==> src/rtl/mac_pkg.sv <==
package mac_pkg;

   // offset bit 0 = signed, offset bit 1 = accumulate
   typedef enum logic [1:0] {
      OP_MPY  = 2'd0,
      OP_MPYS = 2'd1,
      OP_MAC  = 2'd2,
      OP_MACS = 2'd3
   } mac_op_e;

   localparam int unsigned REG_OPB = 4;
   localparam int unsigned REG_RLO = 5;
   localparam int unsigned REG_RHI = 6;
   localparam int unsigned REG_EXT = 7;

   function automatic logic op_is_signed(mac_op_e op);
      return op[0];
   endfunction

   function automatic logic op_is_acc(mac_op_e op);
      return op[1];
   endfunction

endpackage

==> src/rtl/mac_opnd_ext.sv <==
module mac_opnd_ext #(
   parameter int unsigned DATA_W = 16
) (
   input  logic [DATA_W-1:0] din,
   input  logic              byte_mode,
   input  logic              sgn,
   output logic [DATA_W-1:0] dout
);
   localparam int unsigned HALF = DATA_W / 2;

   always_comb begin
      if (byte_mode)
         dout = {{HALF{sgn & din[HALF-1]}}, din[HALF-1:0]};
      else
         dout = din;
   end
endmodule

==> src/rtl/mac_arith.sv <==
module mac_arith
   import mac_pkg::*;
#(
   parameter int unsigned DATA_W = 16
) (
   input  logic [DATA_W-1:0]   opa,
   input  logic [DATA_W-1:0]   opb,
   input  mac_op_e             op,
   input  logic [2*DATA_W-1:0] acc_in,
   output logic [2*DATA_W-1:0] res_out,
   output logic [DATA_W-1:0]   ext_out
);
   localparam int unsigned RES_W = 2 * DATA_W;

   logic [RES_W-1:0] a_wide;
   logic [RES_W-1:0] b_wide;
   logic [RES_W-1:0] prod;
   logic [RES_W:0]   sum;
   logic             sgn;

   always_comb begin
      sgn    = op_is_signed(op);
      a_wide = {{DATA_W{sgn & opa[DATA_W-1]}}, opa};
      b_wide = {{DATA_W{sgn & opb[DATA_W-1]}}, opb};
      // low RES_W bits of the widened product equal the signed product
      prod   = a_wide * b_wide;
      sum    = {1'b0, acc_in} + {1'b0, prod};
      res_out = op_is_acc(op) ? sum[RES_W-1:0] : prod;
      unique case (op)
         OP_MPY:  ext_out = '0;
         OP_MPYS: ext_out = {DATA_W{prod[RES_W-1]}};
         OP_MAC:  ext_out = {{(DATA_W-1){1'b0}}, sum[RES_W]};
         OP_MACS: ext_out = {DATA_W{sum[RES_W-1]}};
         default: ext_out = '0;
      endcase
   end
endmodule

==> src/rtl/regbus_mac.sv <==
module regbus_mac
   import mac_pkg::*;
#(
   parameter int unsigned DATA_W = 16,
   parameter int unsigned ADDR_W = 3
) (
   input  logic              clk,
   input  logic              rst_n,
   input  logic [ADDR_W-1:0] bus_addr,
   input  logic [DATA_W-1:0] bus_wdata,
   input  logic              bus_we,
   input  logic              bus_byte,
   output logic [DATA_W-1:0] bus_rdata
);
   localparam int unsigned RES_W = 2 * DATA_W;
   localparam int unsigned N_EXT = 3;   // opa, opb, result preload

   generate
      if ((DATA_W % 2) != 0 || DATA_W < 4) begin : g_bad_width
         $error("regbus_mac: DATA_W must be even and at least 4");
      end
      if (ADDR_W < 3) begin : g_bad_addr
         $error("regbus_mac: ADDR_W must be at least 3");
      end
   endgenerate

   logic [DATA_W-1:0] opa_q, opb_q, ext_q;
   logic [RES_W-1:0]  res_q;
   mac_op_e           op_q;

   logic wr_opa, wr_opb, wr_rlo, wr_rhi;
   logic [N_EXT-1:0]  ext_sgn;
   logic [DATA_W-1:0] ext_val [N_EXT];
   logic [RES_W-1:0]  arith_res;
   logic [DATA_W-1:0] arith_ext;

   always_comb begin
      wr_opa = bus_we && (bus_addr[ADDR_W-1:2] == '0);
      wr_opb = bus_we && (bus_addr == ADDR_W'(REG_OPB));
      wr_rlo = bus_we && (bus_addr == ADDR_W'(REG_RLO));
      wr_rhi = bus_we && (bus_addr == ADDR_W'(REG_RHI));
      ext_sgn[0] = bus_addr[0];          // signedness of the new operation
      ext_sgn[1] = op_is_signed(op_q);   // second operand follows stored operation
      ext_sgn[2] = 1'b0;                 // result preload is zero-extended
   end

   generate
      for (genvar gi = 0; gi < N_EXT; gi++) begin : g_ext
         mac_opnd_ext #(.DATA_W(DATA_W)) u_ext (
            .din       (bus_wdata),
            .byte_mode (bus_byte),
            .sgn       (ext_sgn[gi]),
            .dout      (ext_val[gi])
         );
      end
   endgenerate

   mac_arith #(.DATA_W(DATA_W)) u_arith (
      .opa     (opa_q),
      .opb     (ext_val[1]),
      .op      (op_q),
      .acc_in  (res_q),
      .res_out (arith_res),
      .ext_out (arith_ext)
   );

   always_ff @(posedge clk or negedge rst_n) begin
      if (!rst_n) begin
         opa_q <= '0;
         opb_q <= '0;
         ext_q <= '0;
         res_q <= '0;
         op_q  <= OP_MPY;
      end else begin
         if (wr_opa) begin
            opa_q <= ext_val[0];
            op_q  <= mac_op_e'(bus_addr[1:0]);
         end
         if (wr_opb) begin
            opb_q <= ext_val[1];
            res_q <= arith_res;
            ext_q <= arith_ext;
         end
         if (wr_rlo) res_q[DATA_W-1:0]     <= ext_val[2];
         if (wr_rhi) res_q[RES_W-1:DATA_W] <= ext_val[2];
      end
   end

   always_comb begin
      bus_rdata = '0;
      if (bus_addr[ADDR_W-1:2] == '0)          bus_rdata = opa_q;
      else if (bus_addr == ADDR_W'(REG_OPB))   bus_rdata = opb_q;
      else if (bus_addr == ADDR_W'(REG_RLO))   bus_rdata = res_q[DATA_W-1:0];
      else if (bus_addr == ADDR_W'(REG_RHI))   bus_rdata = res_q[RES_W-1:DATA_W];
      else if (bus_addr == ADDR_W'(REG_EXT))   bus_rdata = ext_q;
   end

   AST_MPY_EXT_ZERO: assert property (@(posedge clk) disable iff (!rst_n)
      (wr_opb && op_q == OP_MPY) |=> (ext_q == '0));
   AST_MPYS_EXT_SIGN: assert property (@(posedge clk) disable iff (!rst_n)
      (wr_opb && op_q == OP_MPYS) |=> (ext_q == {DATA_W{res_q[RES_W-1]}}));
   AST_MAC_CARRY_WRAP: assert property (@(posedge clk) disable iff (!rst_n)
      (wr_opb && op_q == OP_MAC) |=> (ext_q == DATA_W'(res_q < $past(res_q))));
   AST_MACS_EXT_SIGN: assert property (@(posedge clk) disable iff (!rst_n)
      (wr_opb && op_q == OP_MACS) |=> (ext_q == {DATA_W{res_q[RES_W-1]}}));
   AST_OPA_KEPT: assert property (@(posedge clk) disable iff (!rst_n)
      (wr_opb) |=> ($stable(opa_q) && $stable(op_q)));
   AST_EXT_READ_ONLY: assert property (@(posedge clk) disable iff (!rst_n)
      (bus_we && bus_addr == ADDR_W'(REG_EXT)) |=> $stable(ext_q));
   AST_RES_HOLD: assert property (@(posedge clk) disable iff (!rst_n)
      (!bus_we) |=> $stable(res_q));
endmodule

==> config.mk <==
export PLATFORM = sky130hd
export DESIGN_NAME = regbus_mac
export DESIGN_NICKNAME = d
export VERILOG_FILES = /design/src/rtl/mac_pkg.sv /design/src/rtl/mac_opnd_ext.sv /design/src/rtl/mac_arith.sv /design/src/rtl/regbus_mac.sv
export SDC_FILE = /design/constraint.sdc
export NUM_CORES = 1
export LEC_CHECK = 0
export ABC_AREA = 1
export CAP_MARGIN = 30
export CELL_PAD_IN_SITES_DETAIL_PLACEMENT = 1
export CELL_PAD_IN_SITES_GLOBAL_PLACEMENT = 1
export CORE_MARGIN = 2
export CORE_UTILIZATION = 54
export DETAILED_ROUTE_END_ITERATION = 8
export DONT_BUFFER_PORTS = 1
export PLACE_DENSITY_LB_ADDON = 0.08
export SETUP_SLACK_MARGIN = 0.15
export SYNTH_ARGS = -nofsm -noshare
export SYNTH_HDL_FRONTEND = slang
export SYNTH_SLANG_ARGS = --single-unit
==> constraint.sdc <==
create_clock -name clk -period 12.85 [get_ports clk]
set_clock_uncertainty 0.2 [all_clocks]
set_input_delay 3.2125 -clock clk [delete_from_list [all_inputs] [get_ports clk]]
set_output_delay 3.2125 -clock clk [all_outputs]
set_load 0.005 [all_outputs]
==> results of run 1 <==
-- path summary, 6_finish.rpt --
path / startpoint / to / slack (ns)
worst max-delay path: bus_wdata[10] / res_q[23] / 1.40
worst min-delay path: opb_q[0] / opb_q[0] / 0.33
worst max register to register: opa_q[15] / res_q[23] / 3.39
worst min register to register: opb_q[0] / opb_q[0] / 0.33
max in group asynchronous: rst_n / opa_q[11] / 9.93
min in group asynchronous: rst_n / res_q[30] / 2.35
-- worst max-delay path: cells and delay by family --
family	cells	cell delay (ns)
buffers and inverters	7	0.40
AND/OR/NAND/NOR	15	3.03
AO/OA/AOI/OAI	4	0.98
adder cells (fa/ha/maj)	8	3.81
-- state kept, by name (all words and copies together) (netlist names) --
register  cells
ext_q         2
res_q        32
opa_q        16
op_q          2
opb_q        16
-- through the flow --
stage | area [um^2] | setup slack (ns) | hold slack [ns]
after detailed placement | 17100 | 1.25 | 0.300
after floorplan | 16900 | 2.79 | 0.249
final | 17500 | 1.40 | 0.332
after CTS | 17500 | 1.60 | 0.315
after global routing | 17500 | 1.01 | 0.342
after global placement | 17100 | 1.34 | 0.266
-- per-layer routing --
layer	GRT usage [%]	vias up	routed length, um
met5	0	-	0
met4	18.0	0	3280
met3	7.96	222	6260
met2	69.7	913	31900
met1	55.4	8119	26000
li1	-	6937	-
-- synth_stat cells (3+ instances only) --
cell type / count / area, um^2
nand2_1: 600 / 2250
inv_1: 561 / 2110
fa_1: 283 / 5670
nor2_1: 166 / 623
ha_1: 117 / 1460
nand3_1: 115 / 576
o21ai_0: 95 / 475
a21oi_1: 82 / 410
dfrtp_1: 68 / 1700
clkbuf_1: 61 / 229
nand4_1: 18 / 113
a22oi_1: 15 / 113
o21bai_1: 15 / 113
o221ai_1: 15 / 131
nor3_1: 13 / 65.1
xor2_1: 13 / 114
a21o_1: 10 / 75.1
a2bb2oi_1: 9 / 78.8
or2_2: 9 / 56.3
xnor2_1: 8 / 70.1
buf_2: 6 / 30.0
a21boi_0: 5 / 37.5
buf_4: 5 / 37.5
clkinv_1: 4 / 15.0
o2111ai_1: 4 / 35.0
o211ai_1: 4 / 30.0
o21a_1: 4 / 30.0
inv_2: 3 / 11.3
nand2_2: 3 / 18.8
nand3b_1: 3 / 22.5
nor2_2: 3 / 18.8
nor4_1: 3 / 18.8
o21ai_1: 3 / 15.0
-- final cells by class --
cell class                      instances  area, um^2  area share (%)
Antenna cell                            1        2.50          0.0143
Clock buffer                           10         229            1.31
Clock inverter                          6         111           0.637
Inverter                              568        2130            12.2
Multi-Input combinational cell       1627       12700            72.9
Sequential cell                        68        1700            9.73
Tap cell                              396         495            2.83
Timing Repair Buffer                    9        67.6           0.386
-- kinds of logic after synthesis --
group | share of synthesized area (%)
mux | 0.0593
flops | 10.1
simple gates | 22.7
fa+ha+maj | 42.3
buf+inv | 14.4
xor+xnor | 1.09
compound gates | 9.39
==> results.md, run 1 <==
* WHS Path Cells at 2
* Rows at 64
* Synth warnings at 0
* Crit path kind: primary input to register
* Starting Density at 55.0%
* Synth Cell Area at 16900 um^2
* Placed insts at 2668
* Final setup violation count at 0
* Fin crit period at 11.45 ns
* # IOs at 39
* Overflow after GRT at 0
* Max H-tree Level at 3
* DRC viols at 0
* Async set or reset register ratio after synthesis at 100%
* Post-route clock period utilization at 89.1%
* Clock latency on the worst-skew pair at 0.35 ns
* Top cell by count, worst path: nand2_1
* Synth cell types at 44
* Post-synth EDFFs at 0
* Final Hold Fails at 0
* Final slew viol count at 0
* Die area at 32700 um^2
* Startpoint Class: primary input
* TritonRoute pass-1 iters at 6
* Vias at 16200
* Hold buffers post-CTS at 0
* RSZ-0062 raised after global routing: no
* Starting DRC count in detailed routing at 1557
* Relative slew slack at 27.9%
* Number of max-cap violations at 0
* Most common cell after layout, fill and taps aside: nand2_1
* Fill cell instance count of the final layout at 4020
* Critical path endpoint category: register
* R2R depth at 31
* Total track usage at 42.5%
* Setup TNS at 0 ns
* Antenna Nets Post-Route at 0
* Post_cts resized at 0
* Area grow syn2layout at 3.61%
* Postcts setup bufs at 0
* Vias in the first global route at 18000
* Detailed Route WL at 67.5 mm
* Clk pin slew, worst setup/hold paths at 0.06 ns
* Clock sink total at 68
* Synthesized area per cell at 7.22 um^2
* Register area share after synthesis at 10.1%
* Status: finished, final reports clean
* TritonCTS Buffers at 9
* Final net count at 2706
* Die Wd at 181 um
* Layout cells sized above 1 at 2.05%
* Max Clock Freq at 87.4 MHz
* Crit path max fanout at 16
* Flops & latches, synth at 68
* Core ar. at 30700 um^2
* HP Class: register to register
* CTS Root Cell: clkbuf_16
* RePlAce Congestion at 0.992
* Final HPWL DP at 55.9 mm
* Pin slew with the least headroom to its limit at 1.08 ns
* Initial antenna violation count at 0
* Top_reg_cell synth: dfrtp_1
* Die height at 181 um
* Syn Inst Count at 2337
* Most frequent cells in the layout: nand2_1, inv_1, fa_1, nor2_1, ha_1
* Syn Nets at 2760
* Clk buf depth at 2
* Fin cells at 2685
* Critical Path Max Stage Delay at 0.59 ns
* Slowest cell on crit path: nor2_1
* Vias per std cell at 6.03
* WP data arrival at 11.47 ns
* First-pass GRT wire length at 105 mm
* Final Core Density at 57.0%
* CTS tree: done
* Critical Path RT at 12.87 ns
* Routed len/inst at 25.1 um
* Pin count of the biggest net entering global routing at 69
* I/O Buffers at 0
Power of run 1 is left out: the tool's default activity adds up to more than one toggle a clock period on the data nets, which glitch-free logic cannot reach.
==> run 2: changes to the inputs <==
--- a/config.mk
+++ b/config.mk
@@ -5,12 +5,11 @@
 export SDC_FILE = /design/constraint.sdc
 export NUM_CORES = 1
 export LEC_CHECK = 0
-export ABC_AREA = 1
 export CAP_MARGIN = 30
 export CELL_PAD_IN_SITES_DETAIL_PLACEMENT = 1
 export CELL_PAD_IN_SITES_GLOBAL_PLACEMENT = 1
 export CORE_MARGIN = 2
-export CORE_UTILIZATION = 54
+export CORE_UTILIZATION = 57
 export DETAILED_ROUTE_END_ITERATION = 8
 export DONT_BUFFER_PORTS = 1
 export PLACE_DENSITY_LB_ADDON = 0.08
==> constraint.sdc (replaced) <==
create_clock -name clk -period 13.4 [get_ports clk]
set_clock_uncertainty 0.2 [all_clocks]
set_input_delay 3.35 -clock clk [delete_from_list [all_inputs] [get_ports clk]]
set_output_delay 3.35 -clock clk [all_outputs]
set_load 0.005 [all_outputs]
==> results.md, run 2 <==
* Setup TNS at 0 ns
* Synthesized area per cell at 8.96 um^2
* Max Clock Freq at 82.1 MHz
* Slowest cell on crit path: nand2_1
* HP Class: register to register
* Critical path endpoint category: register
* XOR/XNOR Fraction of Synth Area at 3.38%
* Final Hold Slack at 0.284 ns
* Cell with the most instances after synthesis: inv_1
* Starting DRC count in detailed routing at 848
* Layout cells sized above 1 at 6.69%
* Area grow syn2layout at 3.50%
* Top cells by count, synth: inv_1, fa_1, nand2_1, ha_1, and2_1
* Core ar. at 27700 um^2
* Most frequent cells in the layout: inv_1, fa_1, nand2_1, ha_1, and2_1
* Antenna Nets Post-Route at 0
* Largest register FFs at 32
* Status: finished, final reports clean
* Fin crit period at 12.18 ns
* Async set or reset register ratio after synthesis at 100%
* Clk pin slew, worst setup/hold paths at 0.06 ns
* Die height at 172 um
* Starting Density at 57.8%
* Postcts setup bufs at 0
* Post-Synth Simple-Gate Area at 15.7%
* Top_reg_cell synth: dfrtp_1
* Critical Path Max Stage Delay at 0.83 ns
* Post-route clock period utilization at 90.9%
* Flops & latches, synth at 68
* Grt peak-use layer: met2
* Rows at 61
* Synth Area in Adders at 44.5%
* Crit path kind: primary input to register
* Total track usage at 35.1%
* Mux contribution to synthesized area at 5.04%
* Vias per std cell at 6.06
* Max H-tree Level at 3
* Critical path's top delay family: adder cells
* CTS Root Cell: clkbuf_16
* Yosys top cell area share at 35.4%
* Routed len/inst at 23.1 um
* Pin slew with the least headroom to its limit at 0.975 ns
* Fill cell instance count of the final layout at 3254
* Final Hold Fails at 0
* TritonCTS Buffers at 9
* Largest register by flop count: res_q
* # IOs at 39
* Largest family of logic cells by synthesized area: adder cells
* Clk buf depth at 2
* Detailed Route WL at 48.8 mm
* Pin count of the biggest net entering global routing at 69
* Synth warnings at 0
* CP bufs+invs at 3
* Syn Inst Count at 1789
* Critical Path RT at 13.46 ns
* Post_cts resized at 0
* I/O Buffers at 0
* Yosys top cell by area: fa_1
* Crit path max fanout at 17
* Final HPWL DP at 38.2 mm
* Startpoint Class: primary input
* ANT cells at 0
* Overflow after GRT at 0
* Final slew viol count at 0
* Final setup violation count at 0
* Most common cell after layout, fill and taps aside: inv_1
* Met2 capacity usage during global routing at 60.8%
* Synth top area cells: fa_1, dfrtp_1, ha_1
* RSZ-0062 raised after global routing: no
* Register area share after synthesis at 10.6%
* CTS tree: done
* M3 GR Usage at 3.91%
* TritonRoute pass-1 iters at 5
* DRC viols at 0
* Synth cell types at 79
* M1 GR Usage at 45.6%
* Post-synth EDFFs at 0
* Vias at 12800
* Number of max-cap violations at 0
* Top cell by count, worst path: fa_1
* RePlAce Congestion at 0.910
* Relative slew slack at 35.0%
* Vias in the first global route at 14300
* Clock sink total at 68
* First-pass GRT wire length at 78.0 mm
* Compound-Gate Fraction of Synth Area at 10.8%
* Die area at 29500 um^2
* Syn Nets at 2212
* Initial antenna violation count at 2
* Final net count at 2151
* Clock latency on the worst-skew pair at 0.34 ns
* WP data arrival at 12.23 ns
* Die Wd at 172 um
* Synth Cell Area at 16000 um^2
* Largest regs: res_q: 32 flops, opa_q: 16 flops, opb_q: 16 flops
* Hold buffers post-CTS at 0
[run 2: logic make-up (layout without fill, tap and decap cells)]
family | Yosys count | count (layout)
xor gates and xnor gates | 61 | 61
DFF | 68 | 68
buffers and inverters | 419 | 363
and+or+nand+nor | 529 | 529
AOI/OAI and AO/OA | 255 | 255
muxes | 57 | 57
adders and majority gates | 400 | 400
[run 2: stage by stage]
step | util [%] | instances | cell area (um^2) | setup WS, ns
CTS | 59.9 | 2111 | 16600 | 1.33
global route | 59.9 | 2111 | 16600 | 0.818
global placement | 58.8 | 2095 | 16300 | 1.43
finish | 59.9 | 2111 | 16600 | 1.22
detailed placement | 58.8 | 2095 | 16300 | 1.06
floorplan | - | 1789 | 16000 | 2.31
[run 2: final cells by class]
| class | instances | area, um^2 | share of cell area, % |
|---|---|---|---|
| Timing Repair Buffer | 22 | 165 | 0.996 |
| Tap cell | 378 | 473 | 2.85 |
| Multi-Input combinational cell | 1302 | 12700 | 76.8 |
| Clock buffer | 13 | 250 | 1.51 |
| Inverter | 325 | 1220 | 7.36 |
| Clock inverter | 3 | 46.3 | 0.279 |
| Sequential cell | 68 | 1700 | 10.3 |
[run 2: worst paths after layout]
check,end,slack (ns),start,cells past startpoint
setup reg to reg,ext_q[14],3.61,op_q[0],28
hold reg to reg,opb_q[6],0.28,opb_q[6],2
setup / recovery,ext_q[14],1.22,bus_byte,27
min in group asynchronous,opa_q[15],2.50,rst_n,0
hold / removal,opb_q[6],0.28,opb_q[6],2
max in group asynchronous,opa_q[4],10.35,rst_n,0
[run 2: worst register-to-register path, delay by kind of cell, from the launching register on]
kind	cells	cell delay [ns]
DFF	1	0.32
AOI/OAI and AO/OA	9	2.10
adders and majority gates	8	3.51
buffers and inverters	4	0.37
and+or+nand+nor	5	2.56
xor gates and xnor gates	1	0.38
muxes	1	0.27
[run 2: metal layers]
| metal | part of all wire [%] | up-vias |
|---|---|---|
| li1 | - | 5508 |
| met1 | 41 | 6779 |
| met2 | 50 | 399 |
| met3 | 5.0 | 106 |
| met4 | 3.5 | 0 |
| met5 | 0 | - |
Power of run 2 is left out for the same reason.
==> run 3: changes to the inputs <==
--- a/config.mk
+++ b/config.mk
@@ -5,11 +5,12 @@
 export SDC_FILE = /design/constraint.sdc
 export NUM_CORES = 1
 export LEC_CHECK = 0
+export ABC_AREA = 1
 export CAP_MARGIN = 30
 export CELL_PAD_IN_SITES_DETAIL_PLACEMENT = 1
 export CELL_PAD_IN_SITES_GLOBAL_PLACEMENT = 1
 export CORE_MARGIN = 2
-export CORE_UTILIZATION = 57
+export CORE_UTILIZATION = 54
 export DETAILED_ROUTE_END_ITERATION = 8
 export DONT_BUFFER_PORTS = 1
 export PLACE_DENSITY_LB_ADDON = 0.08
==> results.md, run 3 (synthesis results as in run 1) <==
* Startpoint Class: primary input
* Crit path kind: primary input to register
* Critical path endpoint category: register
* Die height at 181 um
* Layout cells sized above 1 at 2.18%
* WHS Path Cells at 2
* Largest register FFs at 32
* HP Class: register to register
* Status: finished, final reports clean
* Routed len/inst at 25.9 um
* I/O Buffers at 0
* Slowest cell on crit path: fa_1
* Top cell by count, worst path: nand2_1
* Post_cts resized at 0
* Crit path max fanout at 16
* Register Area at 1700 um^2
* Number of max-cap violations at 0
* Die Wd at 181 um
* Max Clock Freq at 86.1 MHz
* Overflow after GRT at 0
* Clock sink total at 68
* Clk pin slew, worst setup/hold paths at 0.07 ns
* Final HPWL DP at 57.0 mm
* Starting DRC count in detailed routing at 1571
* Vias per std cell at 6.13
* Hold buffers post-CTS at 0
* WP data arrival at 11.65 ns
* CTS tree: done
* Largest regs: res_q: 32 flops, opa_q: 16 flops, opb_q: 16 flops
* R2R depth at 31
* First-pass GRT wire length at 107 mm
* Setup TNS at 0 ns
* Most common cell after layout, fill and taps aside: nand2_1
* Vias in the first global route at 18400
* Rows at 64
* Starting Density at 55.0%
* TritonCTS Buffers at 9
* Fill cell instance count of the final layout at 3972
* Critical Path RT at 13.44 ns
* Final net count at 2709
* Post-route clock period utilization at 86.7%
* Antenna Nets Post-Route at 0
* Max H-tree Level at 3
* Core ar. at 30700 um^2
* Clk buf depth at 2
* Relative slew slack at 28.8%
* RSZ-0062 raised after global routing: no
* CTS Root Cell: clkbuf_16
* Most frequent cells in the layout: nand2_1, inv_1, fa_1, nor2_1, ha_1
* Detailed Route WL at 69.6 mm
* Area grow syn2layout at 3.54%
* Multi-input logic area at 12700 um^2
* Critical Path Max Stage Delay at 0.63 ns
* Pin count of the biggest net entering global routing at 69
* Postcts setup bufs at 0
* Vias at 16500
* TritonRoute pass-1 iters at 5
* DRC viols at 0
* Fin crit period at 11.61 ns
* Final slew viol count at 0
* Final setup violation count at 0
* Initial antenna violation count at 0
* Final Hold Fails at 0
* Pin slew with the least headroom to its limit at 1.06 ns
* # IOs at 39
* RePlAce Congestion at 1.03
* Total track usage at 43.4%
* Clock latency on the worst-skew pair at 0.35 ns
* Largest register by flop count: res_q
* Die area at 32700 um^2
[run 3: worst max-delay path: cells and delay by family]
kind / cells / cell delay [ns]
adder cells (fa/ha/maj): 8 / 3.92
buffers and inverters: 9 / 0.81
AND/OR/NAND/NOR: 21 / 3.56
[run 3: cell type report]
| class | count | area share, % |
|---|---|---|
| multi-input combinational | 1627 | 72.9 |
| inverter | 568 | 12.2 |
| sequential | 68 | 9.74 |
| tap | 396 | 2.84 |
| clock buffer | 11 | 1.39 |
| timing repair buffer | 12 | 0.537 |
| clock inverter | 5 | 0.344 |
| antenna | 1 | 0.0143 |
[run 3: layer usage]
layer	share of wire, %	vias up	GRT usage [%]
li1	-	6938	-
met1	39	8247	54.8
met3	9.7	321	10.2
met5	0	-	0
met2	46	970	69.5
met4	6.0	0	22.8
[run 3: per-stage QoR]
stage,setup WS [ns],hold WS (ns),std cells,util (%),instance area (um^2)
after global placement,2.05,0.271,2670,55.9,17200
final,1.79,0.313,2688,57.0,17500
after CTS,2.06,0.304,2686,56.9,17500
after floorplan,3.20,0.249,2337,-,16900
after global routing,1.45,0.340,2687,57.0,17500
after detailed placement,1.74,0.288,2670,55.9,17200
[run 3: path summary, 6_finish.rpt]
kind | to | from | slack [ns]
setup / recovery | ext_q[0] | bus_wdata[9] | 1.79
hold / removal | opb_q[0] | opb_q[0] | 0.31
setup reg to reg | res_q[22] | opa_q[15] | 3.98
hold reg to reg | opb_q[0] | opb_q[0] | 0.31
max in group asynchronous | opb_q[3] | rst_n | 10.36
min in group asynchronous | res_q[27] | rst_n | 2.49
Power of run 3 is left out for the same reason.
